==> src/rtl/smbh_pkg.sv <==
package smbh_pkg;

    typedef enum logic [2:0] {
        XK_QUICK  = 3'd0,
        XK_BYTE   = 3'd1,
        XK_BDATA  = 3'd2,
        XK_WORD   = 3'd3,
        XK_PCALL  = 3'd4,
        XK_BLOCK  = 3'd5,
        XK_RAWBLK = 3'd6,
        XK_RSVD   = 3'd7
    } xfer_kind_t;

    typedef enum logic [1:0] {
        ER_ACK  = 2'd0,
        ER_NACK = 2'd1,
        ER_ARB  = 2'd2,
        ER_UNK  = 2'd3
    } eng_res_t;

    localparam logic [7:0] OFS_STAT   = 8'h00;
    localparam logic [7:0] OFS_CTL    = 8'h02;
    localparam logic [7:0] OFS_CMD    = 8'h03;
    localparam logic [7:0] OFS_SADDR  = 8'h04;
    localparam logic [7:0] OFS_D0     = 8'h05;
    localparam logic [7:0] OFS_D1     = 8'h06;
    localparam logic [7:0] OFS_BLK    = 8'h07;
    localparam logic [7:0] OFS_PEC    = 8'h08;
    localparam logic [7:0] OFS_AUXSTS = 8'h0C;
    localparam logic [7:0] OFS_AUXCTL = 8'h0D;

    localparam int CB_KILL  = 1;
    localparam int CB_KLO   = 2;
    localparam int CB_KHI   = 4;
    localparam int CB_START = 6;
    localparam int CB_PEC   = 7;

    function automatic logic kind_fills_lo(xfer_kind_t k);
        return (k == XK_BYTE) || (k == XK_BDATA) || (k == XK_WORD) || (k == XK_PCALL);
    endfunction

    function automatic logic kind_fills_hi(xfer_kind_t k);
        return (k == XK_WORD) || (k == XK_PCALL);
    endfunction

    function automatic logic kind_is_block(xfer_kind_t k);
        return (k == XK_BLOCK) || (k == XK_RAWBLK);
    endfunction

endpackage

==> src/rtl/smbh_status.sv <==
module smbh_status
    import smbh_pkg::*;
(
    input  logic       clk,
    input  logic       rst_n,
    input  logic       clr_we,
    input  logic [4:0] clr_mask,   // {bytedone, failed, arb, noresp, done}
    input  logic       set_ok,
    input  logic       set_bdone,
    input  logic       set_nack,
    input  logic       set_arb,
    input  logic       set_fail,
    input  logic       busy,
    output logic [7:0] stat
);

    typedef struct packed {
        logic bdone;
        logic fail;
        logic arb;
        logic noresp;
        logic done;
    } flags_t;

    flags_t q, d;

    always_comb begin
        d = q;
        if (clr_we) begin
            d = flags_t'(q & ~clr_mask);
        end
        if (set_ok)    d.done   = 1'b1;
        if (set_bdone) d.bdone  = 1'b1;
        if (set_nack)  d.noresp = 1'b1;
        if (set_arb)   d.arb    = 1'b1;
        if (set_fail)  d.fail   = 1'b1;
    end

    always_ff @(posedge clk or negedge rst_n) begin
        if (!rst_n) q <= '0;
        else        q <= d;
    end

    assign stat = {q.bdone, 1'b0, 1'b0, q.fail, q.arb, q.noresp, q.done, busy};

    // a set in the same cycle as its clear must survive
    a_r5_set_beats_clear: assert property (@(posedge clk) disable iff (!rst_n)
        (set_ok && clr_we && clr_mask[0]) |=> stat[1]);

    // a clear without a concurrent set empties the flag
    a_r5_clear_works: assert property (@(posedge clk) disable iff (!rst_n)
        (clr_we && clr_mask[3] && !set_fail) |=> !stat[4]);

endmodule

==> src/rtl/smbh_launch.sv <==
module smbh_launch
    import smbh_pkg::*;
(
    input  logic       clk,
    input  logic       rst_n,
    input  logic       ctl_we,
    input  logic [2:0] wr_kind,
    input  logic       wr_start,
    input  logic       wr_kill,
    input  logic       wr_pec,
    input  logic       eng_done,
    input  logic [1:0] eng_res,
    output logic       busy,
    output logic       eng_start,
    output logic       eng_abort,
    output xfer_kind_t kind,
    output logic       pec_en,
    output logic       kill_q,
    output logic       ev_ok,
    output logic       ev_nack,
    output logic       ev_arb,
    output logic       ev_fail
);

    typedef struct packed {
        logic       busy;
        logic       start_p;
        logic       abort_p;
        xfer_kind_t kind;
        logic       pec;
        logic       kill;
    } lst_t;

    lst_t q, d;
    eng_res_t res;

    assign res = eng_res_t'(eng_res);

    always_comb begin
        d         = q;
        d.start_p = 1'b0;
        d.abort_p = 1'b0;
        ev_ok     = 1'b0;
        ev_nack   = 1'b0;
        ev_arb    = 1'b0;
        ev_fail   = 1'b0;
        if (ctl_we) begin
            d.kill = wr_kill;
            if (!q.busy) begin
                d.kind = xfer_kind_t'(wr_kind);
                d.pec  = wr_pec;
            end
        end
        if (q.busy) begin
            if (ctl_we && wr_kill) begin
                d.busy    = 1'b0;
                d.abort_p = 1'b1;
                ev_fail   = 1'b1;
            end else if (eng_done) begin
                d.busy = 1'b0;
                case (res)
                    ER_ACK:  ev_ok   = 1'b1;
                    ER_ARB:  ev_arb  = 1'b1;
                    default: ev_nack = 1'b1;
                endcase
            end
        end else if (ctl_we && wr_start && !wr_kill) begin
            d.busy    = 1'b1;
            d.start_p = 1'b1;
        end
    end

    always_ff @(posedge clk or negedge rst_n) begin
        if (!rst_n) q <= '{busy: 1'b0, start_p: 1'b0, abort_p: 1'b0,
                           kind: XK_QUICK, pec: 1'b0, kill: 1'b0};
        else        q <= d;
    end

    assign busy      = q.busy;
    assign eng_start = q.start_p;
    assign eng_abort = q.abort_p;
    assign kind      = q.kind;
    assign pec_en    = q.pec;
    assign kill_q    = q.kill;

    // an accepted start raises busy and the request together
    a_r3_start_launches: assert property (@(posedge clk) disable iff (!rst_n)
        (ctl_we && wr_start && !wr_kill && !busy) |=> (busy && eng_start));

    // the request never lasts more than one cycle
    a_r9_start_single: assert property (@(posedge clk) disable iff (!rst_n)
        eng_start |=> !eng_start);

    // kill while busy ends the transfer and signals abort
    a_r6_kill_aborts: assert property (@(posedge clk) disable iff (!rst_n)
        (busy && ctl_we && wr_kill) |=> (!busy && eng_abort && !eng_start));

    // an outcome frees the controller
    a_r4_done_frees: assert property (@(posedge clk) disable iff (!rst_n)
        (busy && eng_done) |=> !busy);

    // at most one outcome per cycle
    a_r4_one_outcome: assert property (@(posedge clk) disable iff (!rst_n)
        $onehot0({ev_ok, ev_nack, ev_arb, ev_fail}));

endmodule

==> src/rtl/smbh_regs.sv <==
module smbh_regs
    import smbh_pkg::*;
#(
    parameter int OFS_W = 8,
    parameter int AUX_W = 2
) (
    input  logic             clk,
    input  logic             rst_n,
    input  logic             wr_en,
    input  logic [OFS_W-1:0] addr,
    input  logic [7:0]       wdata,
    output logic [7:0]       rdata,
    output logic             eng_start,
    output logic             eng_abort,
    output logic [2:0]       eng_kind,
    output logic [7:0]       eng_saddr,
    output logic [7:0]       eng_cmd,
    output logic [7:0]       eng_wd0,
    output logic [7:0]       eng_wd1,
    output logic             eng_pec,
    output logic [AUX_W-1:0] eng_aux,
    input  logic             eng_done,
    input  logic [1:0]       eng_res,
    input  logic [7:0]       eng_rd0,
    input  logic [7:0]       eng_rd1
);

    localparam int AUX_PAD = 8 - AUX_W;

    typedef struct packed {
        logic [7:0]       cmd;
        logic [7:0]       saddr;
        logic [7:0]       d0;
        logic [7:0]       d1;
        logic [7:0]       blk;
        logic [7:0]       pec;
        logic [AUX_W-1:0] aux;
    } rf_t;

    rf_t q, d;

    logic       busy, pec_en, kill_q;
    logic       ev_ok, ev_nack, ev_arb, ev_fail;
    xfer_kind_t kind;
    logic [7:0] stat;
    logic       we_stat, we_ctl;

    assign we_stat = wr_en && (addr == OFS_W'(OFS_STAT));
    assign we_ctl  = wr_en && (addr == OFS_W'(OFS_CTL));

    smbh_launch u_launch (
        .clk       (clk),
        .rst_n     (rst_n),
        .ctl_we    (we_ctl),
        .wr_kind   (wdata[CB_KHI:CB_KLO]),
        .wr_start  (wdata[CB_START]),
        .wr_kill   (wdata[CB_KILL]),
        .wr_pec    (wdata[CB_PEC]),
        .eng_done  (eng_done),
        .eng_res   (eng_res),
        .busy      (busy),
        .eng_start (eng_start),
        .eng_abort (eng_abort),
        .kind      (kind),
        .pec_en    (pec_en),
        .kill_q    (kill_q),
        .ev_ok     (ev_ok),
        .ev_nack   (ev_nack),
        .ev_arb    (ev_arb),
        .ev_fail   (ev_fail)
    );

    smbh_status u_status (
        .clk       (clk),
        .rst_n     (rst_n),
        .clr_we    (we_stat),
        .clr_mask  ({wdata[7], wdata[4], wdata[3], wdata[2], wdata[1]}),
        .set_ok    (ev_ok),
        .set_bdone (ev_ok && kind_is_block(kind)),
        .set_nack  (ev_nack),
        .set_arb   (ev_arb),
        .set_fail  (ev_fail),
        .busy      (busy),
        .stat      (stat)
    );

    always_comb begin
        d = q;
        if (wr_en) begin
            if (!busy) begin
                if (addr == OFS_W'(OFS_CMD))   d.cmd   = wdata;
                if (addr == OFS_W'(OFS_SADDR)) d.saddr = wdata;
                if (addr == OFS_W'(OFS_D0))    d.d0    = wdata;
                if (addr == OFS_W'(OFS_D1))    d.d1    = wdata;
            end
            if (addr == OFS_W'(OFS_BLK))    d.blk = wdata;
            if (addr == OFS_W'(OFS_PEC))    d.pec = wdata;
            if (addr == OFS_W'(OFS_AUXCTL)) d.aux = wdata[AUX_W-1:0];
        end
        if (ev_ok && q.saddr[0]) begin
            if (kind_fills_lo(kind)) d.d0 = eng_rd0;
            if (kind_fills_hi(kind)) d.d1 = eng_rd1;
        end
    end

    always_ff @(posedge clk or negedge rst_n) begin
        if (!rst_n) q <= '0;
        else        q <= d;
    end

    always_comb begin
        rdata = 8'h00;
        case (addr)
            OFS_W'(OFS_STAT):   rdata = stat;
            OFS_W'(OFS_CTL):    rdata = {pec_en, 2'b00, kind, kill_q, 1'b0};
            OFS_W'(OFS_CMD):    rdata = q.cmd;
            OFS_W'(OFS_SADDR):  rdata = q.saddr;
            OFS_W'(OFS_D0):     rdata = q.d0;
            OFS_W'(OFS_D1):     rdata = q.d1;
            OFS_W'(OFS_BLK):    rdata = q.blk;
            OFS_W'(OFS_PEC):    rdata = q.pec;
            OFS_W'(OFS_AUXSTS): rdata = 8'h00;
            OFS_W'(OFS_AUXCTL): rdata = {{AUX_PAD{1'b0}}, q.aux};
            default:            rdata = 8'h00;
        endcase
    end

    assign eng_kind  = kind;
    assign eng_saddr = q.saddr;
    assign eng_cmd   = q.cmd;
    assign eng_wd0   = q.d0;
    assign eng_wd1   = q.d1;
    assign eng_pec   = pec_en;
    assign eng_aux   = q.aux;

    // command and address are frozen while a transfer runs
    a_r8_cmd_frozen: assert property (@(posedge clk) disable iff (!rst_n)
        busy |=> ($stable(eng_cmd) && $stable(eng_saddr)));

    // a write-direction transfer never overwrites the data bytes
    a_r7_write_keeps_data: assert property (@(posedge clk) disable iff (!rst_n)
        (busy && !eng_saddr[0]) |=> ($stable(eng_wd0) && $stable(eng_wd1)));

endmodule

==> config.mk <==
export PLATFORM = sky130hd
export DESIGN_NAME = smbh_regs
export DESIGN_NICKNAME = d
export VERILOG_FILES = /design/src/rtl/smbh_pkg.sv /design/src/rtl/smbh_status.sv /design/src/rtl/smbh_launch.sv /design/src/rtl/smbh_regs.sv
export SDC_FILE = /design/constraint.sdc
export NUM_CORES = 1
export LEC_CHECK = 0
export ABC_AREA = 1
export BUFFER_PORTS_ARGS = -buffer_cell sky130_fd_sc_hd__buf_2
export CORE_MARGIN = 3
export CORE_UTILIZATION = 58
export DETAILED_ROUTE_END_ITERATION = 8
export GPL_TIMING_DRIVEN = 1
export HOLD_SLACK_MARGIN = 0.03
export MAX_ROUTING_LAYER = met4
export PLACE_DENSITY = 0.86
export SLEW_MARGIN = 20
export SYNTH_ARGS = -nofsm -noshare
export SYNTH_HDL_FRONTEND = slang
export SYNTH_SLANG_ARGS = --single-unit
==> constraint.sdc <==
create_clock -name clk -period 3.7 [get_ports clk]
set_input_delay 0.37 -clock clk [delete_from_list [all_inputs] [get_ports clk]]
set_output_delay 0.37 -clock clk [all_outputs]
set_load 0.01 [all_outputs]
### Word-level counts from Yosys, hierarchy flattened

Cells that the tools add are included.
Widths: inputs -> output; s select.

* add/subtract/negate cells: 0
* multiply operators: 0
* divide/modulo/power cells: 0
* $lt $le $gt $ge: 0
* equality and inequality tests: 15
* shift operators: 0
* mux-type cells: 36
* bitwise gates (word level): 3
* reduce and logical (&&, ||, !) cells: 27

Operator list (count)
* $pmux 8 s9: 1
* $mux 8: 6
* $mux 34: 1
* $eq 8x3->1 const B: 4
* $mux 16: 2
* $mux 1: 23
* $eq 8x2->1 const B: 2
* $eq 8x4->1 const B: 2
* $reduce_bool 2->1: 5
* $eq 3x3->1 const B: 3
* $logic_not 8->1: 1
* $reduce_and 2->1: 4
* $logic_and 1x1->1: 7
* $eq 3x2->1 const B: 2
* $reduce_and 3->1: 2
* $and 5x5->5: 1
* $logic_or 1x1->1: 5
* $mux 5: 1
* $not 5->5: 1
* $mux 2: 2
* $eq 3x1->1 const B: 1
* $eq 2x2->1 const B: 1
* $logic_not 2->1: 1
* $reduce_or 2->1: 1
* 2 further kinds: 2

* register bits: 63
* bits in latches: 0
* RAM bits: 0
* memory bits (read-only): 0
* output and inout bits: 48
* memories: 0

### Longest topological paths before layout

Gate-level depths: netlist of the first run.

* word-level depth: 7
* gate-level depth with buffers: 11

### Hierarchy

Synthesis of the first run repeated with hierarchy kept, for this count alone.

* cells, all modules: 527
* area, all modules: 3727.3 µm²

By module, submodules not included
* smbh_regs: instances 1, cells an instance 454, area each 3153.0 µm²
* smbh_launch: instances 1, cells an instance 44, area each 347.8 µm²
* smbh_status: instances 1, cells an instance 29, area each 226.5 µm²

### Least setup slack after synthesis of the first run

Ideal clock, no wire load.

* path type: input -> output
* start point: input port addr[5]
* end point: output port rdata[3]
* arrival time: 1.349 ns
* required time: 3.330 ns
* path slack: 1.981 ns
* cell stages on the path: 6
* cell sequence: nor2_1 > nand2_2 > nor3_1 > nand2_1 > and3_1 > nand3_1

* word-level cells in the longest chain between the ends: 2

Ends and longest elaborated chain
* start, declared: RTL line smbh_regs.sv:10 `input logic [OFS_W-1:0] addr,`
* $eq 8x4->1, or another cell as far along: RTL line smbh_regs.sv:113 `case (addr)`
* $pmux 8 s9 *: RTL line smbh_regs.sv:113
* end, declared: RTL line smbh_regs.sv:12 `output logic [7:0] rdata,`

Every way passes the cells marked *; elsewhere a longest branch is shown, timed or not.

### Worst setup path after layout of the first run

Same ends and word-level chain as after synthesis.

==> flow_summary.yaml, run 1 <==
sta:
  fin_skew_ns: 0.008553
  period_share_pct: 58.37
  setup_viol_count_final: 0
  setup_ws_ns: 1.540
  grt_setup_unrepaired: "no"
  slew_viol_final: 0
  finalHoldViolations: 0
  holdWs_ns: 0.03868
  worst_slew_pin_slew_ns: 0.6331
  fin_setup_tns_ns: 0
  fmax_mhz: 463.0
  relSlewSlack_pct: 57.64
  period_minus_slack_ns: 2.160
synthesis:
  synth-seq-cells: 63
  synth_area_leader_cell: "dfrtp_1"
  synth_nets: 495
  synthTopCellsByArea: "dfrtp_1 46%, nand2_1 21%, buf_4 7.6%"
  synth_top_area_share_pct: 45.74
  ys_warn_count: 0
  ys_seq_area_share_pct: 45.74
  syn_area_per_cell_um2: 7.543
  synth_area_mm2: 0.003447
  synth.distinct_cells: 25
  synthCells: 457
route:
  route.antenna.remaining_nets: 0
  drtPass1Iterations: 6
  drtIter0Drc: 326
  avgRoutedWirePerCell_um: 15.92
  num_vias: 3267
  post_drt_via_cell_ratio: 5.537
  drc: 0
  wl_um: 9395
floorplanning:
  start_util_pct: 61.10
  dieArea_mm2: 0.006904
  ios: 86
  core_mm2: 0.005642
  std_cell_rows: 27
  die_y_um: 83.09
  die_w_um: 83.09
placement:
  io_buffers: 85
  post_dp_cell_area_mm2: 0.003665
  place.gp.congestion: 0.9612
  dp_hpwl_um: 7076
  dp_cells: 574
  dp_slack_ns: 1.505
power_and_ir_drop:
  p_leak_nw: 2.150
  irDropWorstVdd_uv: 262.1
  power_density_mw_per_mm2: 362.5
  finalPower_mw: 1.386
critical_path:
  worst_path_largest_cell_delay_ns: 0.52
  worst-path-max-fanout: 7
  path_cells: "buf_2 -> nor2_1 -> nand2_2 -> nor3_1 -> nand2_1 -> and3_1 -> nand3_1 -> buf_2"
  cpMaxStageDelayCell: "nor3_1"
  cp_data_required_time_ns: 3.33
  crit_arrival_ns: 1.79
  cp_common_cell: "buf_2"
  worst_setup_path_end_kind: "output port"
  start_kind: "input port"
  crit_type: "input port to output port"
outcome:
  status: "finished, final reports clean"
clock_network:
  cts_setup_buffers: 0
  cts-resized-gates: 0
  postCtsHoldBufs: 0
  ctsRootBufferMaster: "clkbuf_8"
  cts_sinks: 63
  cts_tree: "done"
  clk_latency_ns: 0.34
  htreeDepth: 3
  cts_max_path_buffers: 2
  cts_buffers: 9
  clkTransAtPathRegs_ns: 0.07
cells_and_area:
  nets: 551
  ff_latch_area_mm2: 0.001577
  area_growth_pct: 10.93
  multiInputGateArea_mm2: 0.001470
  num_antenna_cells: 0
  drive_gt1_share_pct: 23.94
  n_fill_cell: 495
  finalNonFillerCells: 590
  fin_util_pct: 67.78
  fin_area_mm2: 0.003824
global_route:
  grt_use_total_pct: 29.41
  grt_first_pass_wirelength_um: 15610
  antenna_found_initial: 0
  grt_max_degree: 49
  grt_overflow: 0
  grt_pass1_vias: 3142
job:
  maxCapViolations: 0
hold_path:
  hold_class: "input port to async pin"
cell usage after synthesis (all sizes together):
cell type    n
nand4        8
nor3         7
o21ai       60
buf         41
nand2      198
nand3       20
nor2        25
clkinv       1
a21oi        7
and3         1
inv         24
nand3b       1
dfrtp       63
o31ai        1
layer usage:
layer  up-vias  GRT usage (%)  part of all wire (%)
met4         0          13.22                   2.9
met3        24          5.060                   8.2
met5         -              -                     0
met1      1520          39.18                    43
li1       1547              -                     -
met2       176          44.31                    46
state kept, by name, summed over array words and instances, names as in the netlist:
name	cells
u_launch.pec_en	1
eng_wd0	8
eng_aux	2
u_launch.eng_abort	1
u_launch.eng_start	1
q	16
u_status.stat	5
eng_cmd	8
u_launch.kind	3
u_launch.busy	1
u_launch.kill_q	1
eng_saddr	8
eng_wd1	8
critical path: cells and delay by family:
| kind | cells | cell delay (ns) |
|---|---|---|
| simple gates | 6 | 1.18 |
| buf+inv | 2 | 0.23 |
layout make-up:
type | count | area share, %
well taps | 72 | 2.356
flip-flops and latches | 63 | 41.23
repair buffers | 86 | 11.39
inverters | 25 | 2.487
clock buffers | 11 | 3.436
clock inverters | 5 | 0.6544
multi-input cells | 328 | 38.45
power by group:
part	internal [mW]	switching [mW]	leakage, nW
clock	0.237	0.263	0.0866
combinational	0.0497	0.0926	1.19
sequential	0.718	0.0258	0.870
total	1.00	0.381	2.15
worst paths after layout:
check                      slack, ns               to  depth (start not counted)       startpoint
max                             1.54         rdata[3]                          8          addr[5]
min                             0.04  u_launch.pec_en                          1            rst_n
max reg2reg                     1.92       eng_wd1[3]                          6    u_launch.busy
min reg2reg                     0.49  u_launch.kill_q                          2  u_launch.kill_q
max in group asynchronous       3.01       eng_wd1[6]                          2            rst_n
min in group clk                0.22       eng_wd1[2]                          3       eng_rd1[2]
cells in the final DEF, fill, tap and decap left out, types with 6 or more instances in the layout:
cell	netlist	routed
nand2_2	8	8
clkinv_2	1	6
a21oi_1	7	7
nand4_1	7	7
nor2_1	21	21
inv_1	19	19
o21ai_1	35	35
o21ai_0	25	25
buf_2	4	84
nand3_1	19	19
dfrtp_1	63	63
nand2_1	190	190
clkbuf_8	0	9
kinds of logic (layout without fill, tap and decap cells):
kind of cell    Yosys count  in the layout  synth area share (%)
compound gates           68             68                 9.946
buf+inv                  66            127                 11.62
flops                    63             63                 45.73
simple gates            260            260                 32.70
Note: power is estimated with default switching activity, not from simulation.
==> run 2, diff against run 1 <==
CORE_UTILIZATION = 53   (was 58)
PLACE_DENSITY = 0.8   (was 0.86)
clock period = 2.05 ns   (was 3.7 ns; I/O delays follow)
==> flow_summary.yaml, run 2 (same netlist as run 1, synthesis figures left out) <==
cells_and_area:
  area_growth_pct: 12.27
  nets: 554
  drive_gt1_share_pct: 23.89
  mostFrequentLayoutCells: "190 x nand2_1, 85 x buf_2, 63 x dfrtp_1"
  largest_register_ff_count: 16
  finalNonFillerCells: 594
  regMostFlops: "q"
  multiInputGateArea_mm2: 0.001470
  ff_latch_area_mm2: 0.001577
  num_antenna_cells: 0
  n_fill_cell: 587
  final_common_cell: "nand2_1"
route:
  wl_met3_um: 706
  num_vias: 3178
  wl_um: 9328
  drtPass1Iterations: 5
  avgRoutedWirePerCell_um: 15.70
  drc: 0
  wl_met2_um: 4276
  wirelength_met1_um: 4165
  drtIter0Drc: 213
  route.antenna.remaining_nets: 0
  maxUsedRoutingLayer: "met4"
  post_drt_via_cell_ratio: 5.350
critical_path:
  cp_common_cell: "nand2_1"
  worst-path-max-fanout: 12
  cpMaxStageDelayCell: "inv_2"
  cp_data_required_time_ns: 1.85
  crit_arrival_ns: 1.56
  worst_setup_path_end_kind: "output port"
  path_cells: "buf_2 -> nor2_1 -> nand2_2 -> inv_2 -> nand2_2 -> nor2_4 -> nand2_1 -> nand2_1 -> a21oi_1 -> nand2_1 -> buf_2"
  worst_path_largest_cell_delay_ns: 0.24
  start_kind: "input port"
  crit_type: "input port to output port"
placement:
  dp_slack_ns: 0.1852
  place.gp.congestion: 0.9256
  io_buffers: 85
  dp_cells: 579
  dp_hpwl_um: 6976
sta:
  slew_viol_final: 0
  finalHoldViolations: 0
  grt_setup_unrepaired: "no"
  period_share_pct: 85.89
  fin_skew_ns: 0.007503
  relSlewSlack_pct: 65.10
  fin_setup_tns_ns: 0
  period_minus_slack_ns: 1.761
  setup_viol_count_final: 0
  worst_slew_pin_slew_ns: 0.5235
  fmax_mhz: 567.9
  setup_ws_ns: 0.2892
clock_network:
  htreeDepth: 3
  cts_sinks: 63
  clk_latency_ns: 0.34
  cts_max_path_buffers: 2
  cts_tree: "done"
  clkTransAtPathRegs_ns: 0.07
  cts_setup_buffers: 0
  postCtsHoldBufs: 1
  ctsRootBufferMaster: "clkbuf_8"
  cts_buffers: 9
  cts-resized-gates: 0
outcome:
  status: "finished, final reports clean"
global_route:
  grt_use_total_pct: 26.92
  grt_overflow: 0
  grt_max_degree: 43
  grt_first_pass_wirelength_um: 14960
  grt_pass1_vias: 2975
  antenna_found_initial: 0
power_and_ir_drop:
  power_density_mw_per_mm2: 656.1
  irDropWorstVdd_uv: 380.1
  finalPower_mw: 2.539
  p_leak_nw: 2.168
floorplanning:
  ios: 86
  start_util_pct: 56.55
  die_w_um: 86.65
  core_mm2: 0.006096
  dieArea_mm2: 0.007507
  std_cell_rows: 28
  die_y_um: 86.65
job:
  maxCapViolations: 0
hold_path:
  hold_class: "input port to flop"
-- run 2: cell count changes in the layout (fill, tap and decap cells not counted) --
| cell | previous run | this run |
|---|---|---|
| clkbuf_8 | 9 | 11 |
| buf_12 | 0 | 1 |
| dlygate4sd3_1 | 0 | 1 |
| buf_2 | 84 | 85 |
| clkinv_2 | 6 | 2 |
-- run 2: worst paths after layout --
check | startpoint | to | slack [ns] | cells past startpoint
min reg2reg | q[14] | q[14] | 0.49 | 2
max reg2reg | u_launch.busy | eng_wd0[5] | 0.37 | 6
min in group asynchronous | rst_n | eng_wd0[3] | 0.37 | 2
min | eng_rd0[2] | eng_wd0[2] | 0.06 | 3
max in group asynchronous | rst_n | eng_cmd[6] | 1.08 | 3
max | addr[7] | rdata[6] | 0.29 | 11
-- run 2: through the flow --
step                      util, %  instance area, µm²  hold slack (ns)
after floorplan                 -                3447         -0.09059
after global placement      60.63                3696           0.1981
after detailed placement    60.63                3696           0.2160
after CTS                   63.49                3870          0.05218
after global routing        63.49                3870          0.05871
final                       63.49                3870          0.05638
-- run 2: worst max-delay path, delay by kind of cell --
kind	cells	cell delay (ns)
compound gates	1	0.06
buf+inv	3	0.45
simple gates	7	0.84
-- run 2: report_power, final --
part           total (mW)  internal [mW]  switching, mW
registers            1.34           1.30         0.0448
logic               0.259         0.0931          0.166
clock network       0.940          0.491          0.449
-- run 2: layer usage --
layer  vias up  GRT usage (%)
li1       1553              -
met2       118          40.06
met4         0          9.207
met1      1491          37.14
met5         -              -
met3        16          4.943
-- run 2: cell type report --
class | count | area share, %
Multi-Input combinational cell | 328 | 37.99
Timing Repair Buffer | 89 | 12.16
Inverter | 25 | 2.457
Sequential cell | 63 | 40.74
Tap cell | 75 | 2.425
Clock inverter | 1 | 0.1293
Clock buffer | 13 | 4.106
